--- config.mk ---
export PLATFORM = sky130hd
export DESIGN_NAME = rrs_resp_rate_sel
export DESIGN_NICKNAME = d
export VERILOG_FILES = /design/src/rtl/rrs_pkg.sv /design/src/rtl/rrs_rst_sync.sv /design/src/rtl/rrs_cap_mask.sv /design/src/rtl/rrs_fastest_pick.sv /design/src/rtl/rrs_resp_rate_sel.sv
export SDC_FILE = /design/constraint.sdc
export NUM_CORES = 1
export LEC_CHECK = 0
export ABC_AREA = 1
export CAP_MARGIN = 20
export CORE_MARGIN = 3
export CORE_UTILIZATION = 50
export CTS_CLUSTER_DIAMETER = 80
export DETAILED_ROUTE_END_ITERATION = 8
export DONT_BUFFER_PORTS = 1
export PLACE_DENSITY = 0.7
export REMOVE_ABC_BUFFERS = 1
export SKIP_CTS_REPAIR_TIMING = 1
export SYNTH_ARGS = -nofsm -noshare
export SYNTH_HDL_FRONTEND = slang
export SYNTH_SLANG_ARGS = --single-unit
--- constraint.sdc ---
create_clock -name clk -period 0.8 [get_ports clk]
set_clock_uncertainty 0.1 [all_clocks]
set_input_delay 0.16 -clock clk [delete_from_list [all_inputs] [get_ports clk]]
set_output_delay 0.16 -clock clk [all_outputs]
set_load 0.005 [all_outputs]
--- src/rtl/rrs_pkg.sv ---
package rrs_pkg;

  localparam int unsigned SLOT_CNT   = 16;
  localparam int unsigned SLOT_IDX_W = $clog2(SLOT_CNT);
  localparam int unsigned RANK_W     = 4;

  typedef logic [SLOT_IDX_W-1:0] slot_idx_t;
  typedef logic [RANK_W-1:0]     rank_t;
  typedef logic [SLOT_CNT-1:0]   slot_map_t;

  // Slots that carry a rate: legacy 0..3, multicarrier 8..15
  localparam slot_map_t SLOT_USED   = 16'hFF0F;
  localparam slot_idx_t LOWEST_SLOT = '0;

  // Speed rank of each slot (0 = slowest); unused slots rank 0
  function automatic rank_t slot_rank(slot_idx_t s);
    case (s)
      4'd0:    return rank_t'(0);   // 1
      4'd1:    return rank_t'(1);   // 2
      4'd2:    return rank_t'(2);   // 5.5
      4'd8:    return rank_t'(3);   // 6
      4'd9:    return rank_t'(4);   // 9
      4'd3:    return rank_t'(5);   // 11
      4'd10:   return rank_t'(6);   // 12
      4'd11:   return rank_t'(7);   // 18
      4'd12:   return rank_t'(8);   // 24
      4'd13:   return rank_t'(9);   // 36
      4'd14:   return rank_t'(10);  // 48
      4'd15:   return rank_t'(11);  // 54
      default: return rank_t'(0);
    endcase
  endfunction

  function automatic logic slot_defined(slot_idx_t s);
    return SLOT_USED[s];
  endfunction

endpackage

--- src/rtl/rrs_rst_sync.sv ---
module rrs_rst_sync #(
  parameter int unsigned STAGES = 2
) (
  input  logic clk,
  input  logic rst_n,
  output logic rst_sync_n
);
  logic [STAGES-1:0] sync_q;

  always_ff @(posedge clk or negedge rst_n) begin
    if (!rst_n) begin
      sync_q <= '0;
    end else begin
      sync_q <= {sync_q[STAGES-2:0], 1'b1};
    end
  end

  assign rst_sync_n = sync_q[STAGES-1];
endmodule

--- src/rtl/rrs_cap_mask.sv ---
module rrs_cap_mask
  import rrs_pkg::*;
(
  input  slot_idx_t rx_slot,
  output slot_map_t cap_map
);
  rank_t rx_rank;
  assign rx_rank = slot_rank(rx_slot);

  for (genvar g = 0; g < SLOT_CNT; g++) begin : g_slot
    localparam slot_idx_t G_IDX = slot_idx_t'(g);
    assign cap_map[g] = SLOT_USED[g] && (slot_rank(G_IDX) <= rx_rank);
  end
endmodule

--- src/rtl/rrs_fastest_pick.sv ---
module rrs_fastest_pick
  import rrs_pkg::*;
(
  input  slot_map_t cand,
  output logic      found,
  output slot_idx_t pick
);
  rank_t best_rank;

  always_comb begin
    found     = 1'b0;
    pick      = LOWEST_SLOT;
    best_rank = '0;
    for (int i = 0; i < SLOT_CNT; i++) begin
      if (cand[i] && (!found || (slot_rank(slot_idx_t'(i)) > best_rank))) begin
        found     = 1'b1;
        pick      = slot_idx_t'(i);
        best_rank = slot_rank(slot_idx_t'(i));
      end
    end
  end
endmodule

--- src/rtl/rrs_resp_rate_sel.sv ---
module rrs_resp_rate_sel
  import rrs_pkg::*;
(
  input  logic        clk,
  input  logic        rst_n,
  input  logic        req_i,
  input  logic [3:0]  rx_slot_i,
  input  logic [15:0] basic_map_i,
  input  logic [15:0] mand_map_i,
  output logic        rsp_valid_o,
  output logic [3:0]  rsp_slot_o,
  output logic        rsp_err_o
);
  logic      rst_sync_n;
  slot_map_t cap_map;
  slot_map_t basic_cand;
  slot_map_t mand_cand;
  logic      basic_found;
  logic      mand_found;
  slot_idx_t basic_pick;
  slot_idx_t mand_pick;
  logic      rx_ok;

  slot_idx_t slot_d, slot_q;
  logic      err_d, err_q;
  logic      valid_d, valid_q;
  logic      load_en;

  rrs_rst_sync #(.STAGES(2)) u_rst_sync (
    .clk        (clk),
    .rst_n      (rst_n),
    .rst_sync_n (rst_sync_n)
  );

  rrs_cap_mask u_cap (
    .rx_slot (rx_slot_i),
    .cap_map (cap_map)
  );

  assign basic_cand = basic_map_i & cap_map;
  assign mand_cand  = mand_map_i  & cap_map;

  rrs_fastest_pick u_pick_basic (
    .cand  (basic_cand),
    .found (basic_found),
    .pick  (basic_pick)
  );

  rrs_fastest_pick u_pick_mand (
    .cand  (mand_cand),
    .found (mand_found),
    .pick  (mand_pick)
  );

  assign rx_ok   = slot_defined(rx_slot_i);
  assign load_en = req_i;

  always_comb begin
    valid_d = req_i;
    slot_d  = slot_q;
    err_d   = err_q;
    if (load_en) begin
      if (!rx_ok) begin
        slot_d = LOWEST_SLOT;
        err_d  = 1'b1;
      end else if (basic_found) begin
        slot_d = basic_pick;
        err_d  = 1'b0;
      end else if (mand_found) begin
        slot_d = mand_pick;
        err_d  = 1'b0;
      end else begin
        slot_d = LOWEST_SLOT;
        err_d  = 1'b1;
      end
    end
  end

  always_ff @(posedge clk or negedge rst_sync_n) begin
    if (!rst_sync_n) begin
      valid_q <= 1'b0;
      slot_q  <= LOWEST_SLOT;
      err_q   <= 1'b0;
    end else begin
      valid_q <= valid_d;
      if (load_en) begin
        slot_q <= slot_d;
        err_q  <= err_d;
      end
    end
  end

  assign rsp_valid_o = valid_q;
  assign rsp_slot_o  = slot_q;
  assign rsp_err_o   = err_q;
endmodule

==> After elaboration in Yosys (flattened, before gate mapping) <==
Memory sizes are Yosys's and may differ from the RTL's.
Cells that the tools add are included.
{ "word_totals": {"memories": 2, "inputBits": 39, "rom_bits": 80, "out_inout_bits": 6, "reg_bits": 8, "latch_bits": 0, "ramBits": 0} }
{ "memory_table": {"columns": ["memory", "depth", "word_bits", "read_ports", "rd_clocked_by_memory_dff", "write_ports", "line_no", "text"], "rows": [
  ["(name not given)", 16, 4, 1, 0, 0, "rrs_pkg.sv:17", "case (s)"],
  ["(name not given)", 16, 1, 1, 0, 0, "rrs_pkg.sv:35", "return SLOT_USED[s];"]
]} }
{ "op_classes": {"eq_ne": 0, "bitwise_logic": 2, "mul": 0, "n_reduce_logical": 84, "n_shift": 0, "muxes": 93, "addsub": 0, "n_div": 0, "order_cmp": 41} }
{ "op_table": {"columns": ["operator", "count"], "rows": [
  ["4-bit two-way mux", 25],
  ["3-bit two-way mux", 26],
  ["1-bit two-way mux", 38],
  ["16-bit bitwise AND", 2],
  ["1-bit logical AND", 28],
  ["1-bit zero test", 28],
  ["1-bit logical OR", 28],
  ["1-bit by 3-bit greater-than comparator with 1-bit output, first input constant", 8],
  ["4-bit greater-than comparator, first input constant", 6],
  ["3-bit greater-than comparator, first input constant", 6],
  ["3-bit by 4-bit <= comparator with 1-bit output, first input constant", 4],
  ["4-bit <= comparator, first input constant", 4],
  ["4-bit by 3-bit greater-than comparator with 1-bit output, first input constant", 2],
  ["1-bit by 4-bit <= comparator with 1-bit output, first input constant", 2],
  ["2-bit by 4-bit <= comparator with 1-bit output, first input constant", 2],
  ["2-bit two-way mux", 4],
  ["2-bit by 3-bit greater-than comparator with 1-bit output, first input constant", 2],
  ["3-bit by 2-bit greater-than comparator with 1-bit output, first input constant", 2],
  ["4-bit by 5-bit < comparator with 1-bit output, second input constant", 1],
  ["2-bit by 1-bit greater-than comparator with 1-bit output, first input constant", 2]
]} }

==> Longest topological paths before layout <==
An unclocked memory read counts as a cell.
{ "depth": {"depth_word": 64, "depth_mapped": 19, "depth_no_buf": 19} }

==> Hierarchy <==
From an unflattened synthesis, not the netlist that was laid out.
{ "unflattened": {"hier_cells": 254, "area_unflattened_um2": 1298.7} }
{ "by_module_without_submodules": {"columns": ["module", "area_each_um2", "instances", "cells_per_inst", "seq_area_each_um2"], "rows": [
  ["rrs_resp_rate_sel", 533.0, 1, 103, 150.1],
  ["rrs_fastest_pick", 221.5, 2, 49, 0.0],
  ["rrs_cap_mask", 269.0, 1, 50, 0.0],
  ["rrs_rst_sync", 53.8, 1, 3, 50.0]
]} }

==> Worst setup path after synthesis <==
OpenSTA, ideal clock, no wires.
{ "synth_timing": {"path_type": "input port to flip-flop", "from": "input port rx_slot_i[1]", "to": "register slot_q[1], in the netlist rsp_slot_o[1]", "setup_time_ns": 0.117, "t_arrival_ns": 1.509, "slack_ns": -0.926, "path_buffers": 0, "path_stages": 14, "t_required_ns": 0.583, "cell_sequence": "inv_1 -> ha_1 -> nor2_1 -> nand2_1 -> nand3_2 -> or2_1 -> nand2_2 -> nand2_2 -> nor3_2 -> nand3_2 -> nor2_4 -> nand3_1 -> nand3_1 -> nand2_1"} }
{ "synth_via": {"elab_chain_len": 64, "elab_cells_between_ends": 218, "cone_classes": "order compare: 40; mux: 90; bitwise: 2; reduce/logical: 84; memory: 2"} }
{ "synth_lines": {"columns": ["element", "line_no", "text"], "rows": [
  ["start: declaration", "rrs_resp_rate_sel.sv:7", "input logic [3:0] rx_slot_i,"],
  ["parallel branches: the longest is 63 deep, another holds memory 16 x 4 bit", null, null],
  ["4-bit two-way mux (*)", "rrs_resp_rate_sel.sv:63", "if (!rx_ok) begin"],
  ["end signal: assignment", "rrs_resp_rate_sel.sv:87", "slot_q <= slot_d;"],
  ["end: declaration", "rrs_resp_rate_sel.sv:24", "slot_idx_t slot_d, slot_q;"]
]} }
Every way passes the cells marked *. The select of a mux whose other input is x is not followed.
A chain may end at the register's enable or synchronous reset.

==> Worst setup path after layout <==
Ends and elaborated chain as after synthesis.

==> reports/qor.txt <==
Total Die Area -> 2410 sq um
Vias -> 1168
Area occupied by multi-input gates -> 845 sq um
Sequential Area -> 200 sq um
Synth top area cells -> nand2_1, dfrtp_1, inv_1
Unrepaired setup endpoints after global routing -> true
Drt first pass iters -> 5
R2R setup slack -> 0.04 ns
Final wirelength -> 3.13 mm
Cells after Synth -> 161
Maximum number of pins on one net before global-route repair -> 10
Outcome -> complete, but fails checks
Fmax -> 615 MHz
Critical path arrival -> 1.67 ns
CP Capture Point -> rsp_slot_o[1]
Initial Util -> 0.570
Mapped cell area -> 928 sq um
Failing checks -> hold timing, setup timing
Crit path from -> rx_slot_i[1]
Max-cap violations -> 0
Nets -> 229
VDD IR max -> 0.00108 V
Worst endpoint required time -> 0.85 ns
RR Startpoint -> rsp_err_o
Share of layout cells above drive strength 1 -> 0.383
Sink Count -> 8
Final Core Density -> 0.843
Final setup fails -> 11
Gp weighted congestion -> 0.814
Area delta synth->final -> 48.0%
Width of the die -> 49.1 microns
CTS tree -> yes
Deepest clock path buffer count -> 2
Global route overflow -> 0
Commonest cells after routing, fill and taps aside -> nand2_1, inv_1, buf_4
Register area share after synthesis -> 0.216
Worst skew pair latency -> 0.25 ns
Cell chosen for the clock root -> clkbuf_4
R2r endpoint -> rsp_err_o
Vias in the first global route -> 968
Final Worst Setup Slack -> -0.827 ns
Leading cell type in the layout, fill and taps excluded -> nand2_1
Area leader, netlist -> nand2_1
Fin. Hold Viols -> 6
Initial DRC count -> 41
Post-synthesis register bit count -> 8
Synth warn -> 0
P per Cell Area -> 1120 nW/um^2
Dpl cells -> 200
Mean Syn Cell Area -> 5.77 sq um
Synth unique cells -> 21
Avg Vias per Cell -> 5.64
Final worst-path cycle share -> 2.03
Rows -> 14
Core box area -> 1630 sq um
Hold Path Class -> primary input to flip-flop
Post-DRT Antenna Nets -> 0
Initial antenna violation count -> 0
Drt drc -> 0
First-pass GRT wire length -> 4.00 mm
Routed wire per std cell -> 15.1 microns
Hold_ws -> -0.169 ns
Hpwl dp -> 1.97 mm
Reg clk slew, reported paths -> 0.06 ns
Max Slew Vio Count -> 0
Cells on worst reg2reg path -> 2
GRT Util Overall -> 0.206
Crit end category -> flip-flop
Clock buffer count from CTS -> 3
Yosys top cell area share -> 0.263
Crit path max fanout -> 6
Critical Path Start Type -> primary input
# IOs -> 45
Crit Path Class -> primary input to flip-flop
Number of antenna diodes -> 0
Fin crit period -> 1.63 ns
Die H -> 49.1 microns
Pleak -> 0.000755 uW
I/O Buffers -> 0
Final Non-Filler Cells -> 207
H-tree depth -> 1
Layout filler cell count -> 102
-- final cells by class --
cell class                      instances  share of cell area
Timing Repair Buffer                   19               0.106
Sequential cell                         8               0.146
Clock buffer                            3              0.0164
Multi-Input combinational cell        129               0.615
Inverter                               24              0.0956
Tap cell                               24              0.0219
-- metal layers --
metal | share of wire | up-vias | global-route usage | wire [microns]
li1 | - | 547 | - | -
met1 | 0.40 | 548 | 0.277 | 1250
met2 | 0.50 | 67 | 0.321 | 1550
met3 | 0.090 | 6 | 0.0612 | 283
met4 | 0.014 | 0 | 0.0427 | 44
met5 | 0 | - | 0 | 0
-- worst min-delay path by stage --
stage / start / end / depth (start not counted)
finish: req_i / rsp_valid_o / 0
global placement: rst_n / u_rst_sync.sync_q[0] / 0
global route: req_i / rsp_valid_o / 0
CTS: rst_n / u_rst_sync.sync_q[1] / 0
floorplan: rst_n / u_rst_sync.sync_q[0] / 0
detailed placement: rst_n / u_rst_sync.sync_q[0] / 0
-- sequential cells by signal (all words and copies together), names as in the netlist --
| name | flops |
|---|---|
| rsp_valid_o | 1 |
| u_rst_sync.sync_q | 2 |
| rsp_err_o | 1 |
| rsp_slot_o | 4 |
-- through the flow --
step                cell area (sq um)  worst slack (ns)  setup TNS, ns  power, uW
floorplan                         928            -0.926          -4.43        870
global placement                 1070             -1.09          -5.17       1020
detailed placement               1070             -1.11          -5.33       1030
CTS                              1090            -0.853          -4.75       1340
global route                     1370            -0.893          -5.07       1670
finish                           1370            -0.827          -4.64       1540
-- cells in the mapped netlist --
library cell   n
inv_2          1
nor2_1        13
nor3_1         2
inv_1         23
o211ai_1       1
dfrtp_1        8
conb_1         1
a21oi_1        4
nor2_4         1
nand4_1        1
nand2_1       65
nand3_2        3
nor3_2         1
ha_1           5
o21ai_2        2
a21boi_0       2
o21ai_0        3
or2_1          1
nor2_2         2
nand2_2        6
nand3_1       16
-- cell families (layout without fill, tap and decap cells) --
| logic type | count (synthesis) | after routing | share of synthesized area |
|---|---|---|---|
| AO/OA/AOI/OAI | 12 | 12 | 0.0809 |
| adder cells (fa/ha/maj) | 5 | 5 | 0.0674 |
| buffers and inverters | 24 | 46 | 0.0970 |
| flip-flops | 8 | 8 | 0.216 |
| other | 1 | 1 | 0.00404 |
| AND/OR/NAND/NOR | 111 | 111 | 0.535 |
-- critical path: stages --
cell and delay (ns):
clkinv_16 0.03, ha_1 0.19, nor2_2 0.17, nor2_4 0.08
nand3_2 0.06, nand2_1 0.12, nand2_2 0.11, nand3_2 0.11
nor2_4 0.17, nand3_4 0.11, nor2_4 0.17, nand3_2 0.07
nand3_1 0.08, nand2_1 0.05
-- report_power, final --
group | internal (uW) | switching, uW
clock network | 172 | 136
logic | 316 | 428
registers | 453 | 39.8
No activity file was read; power rests on OpenSTA's default activity.
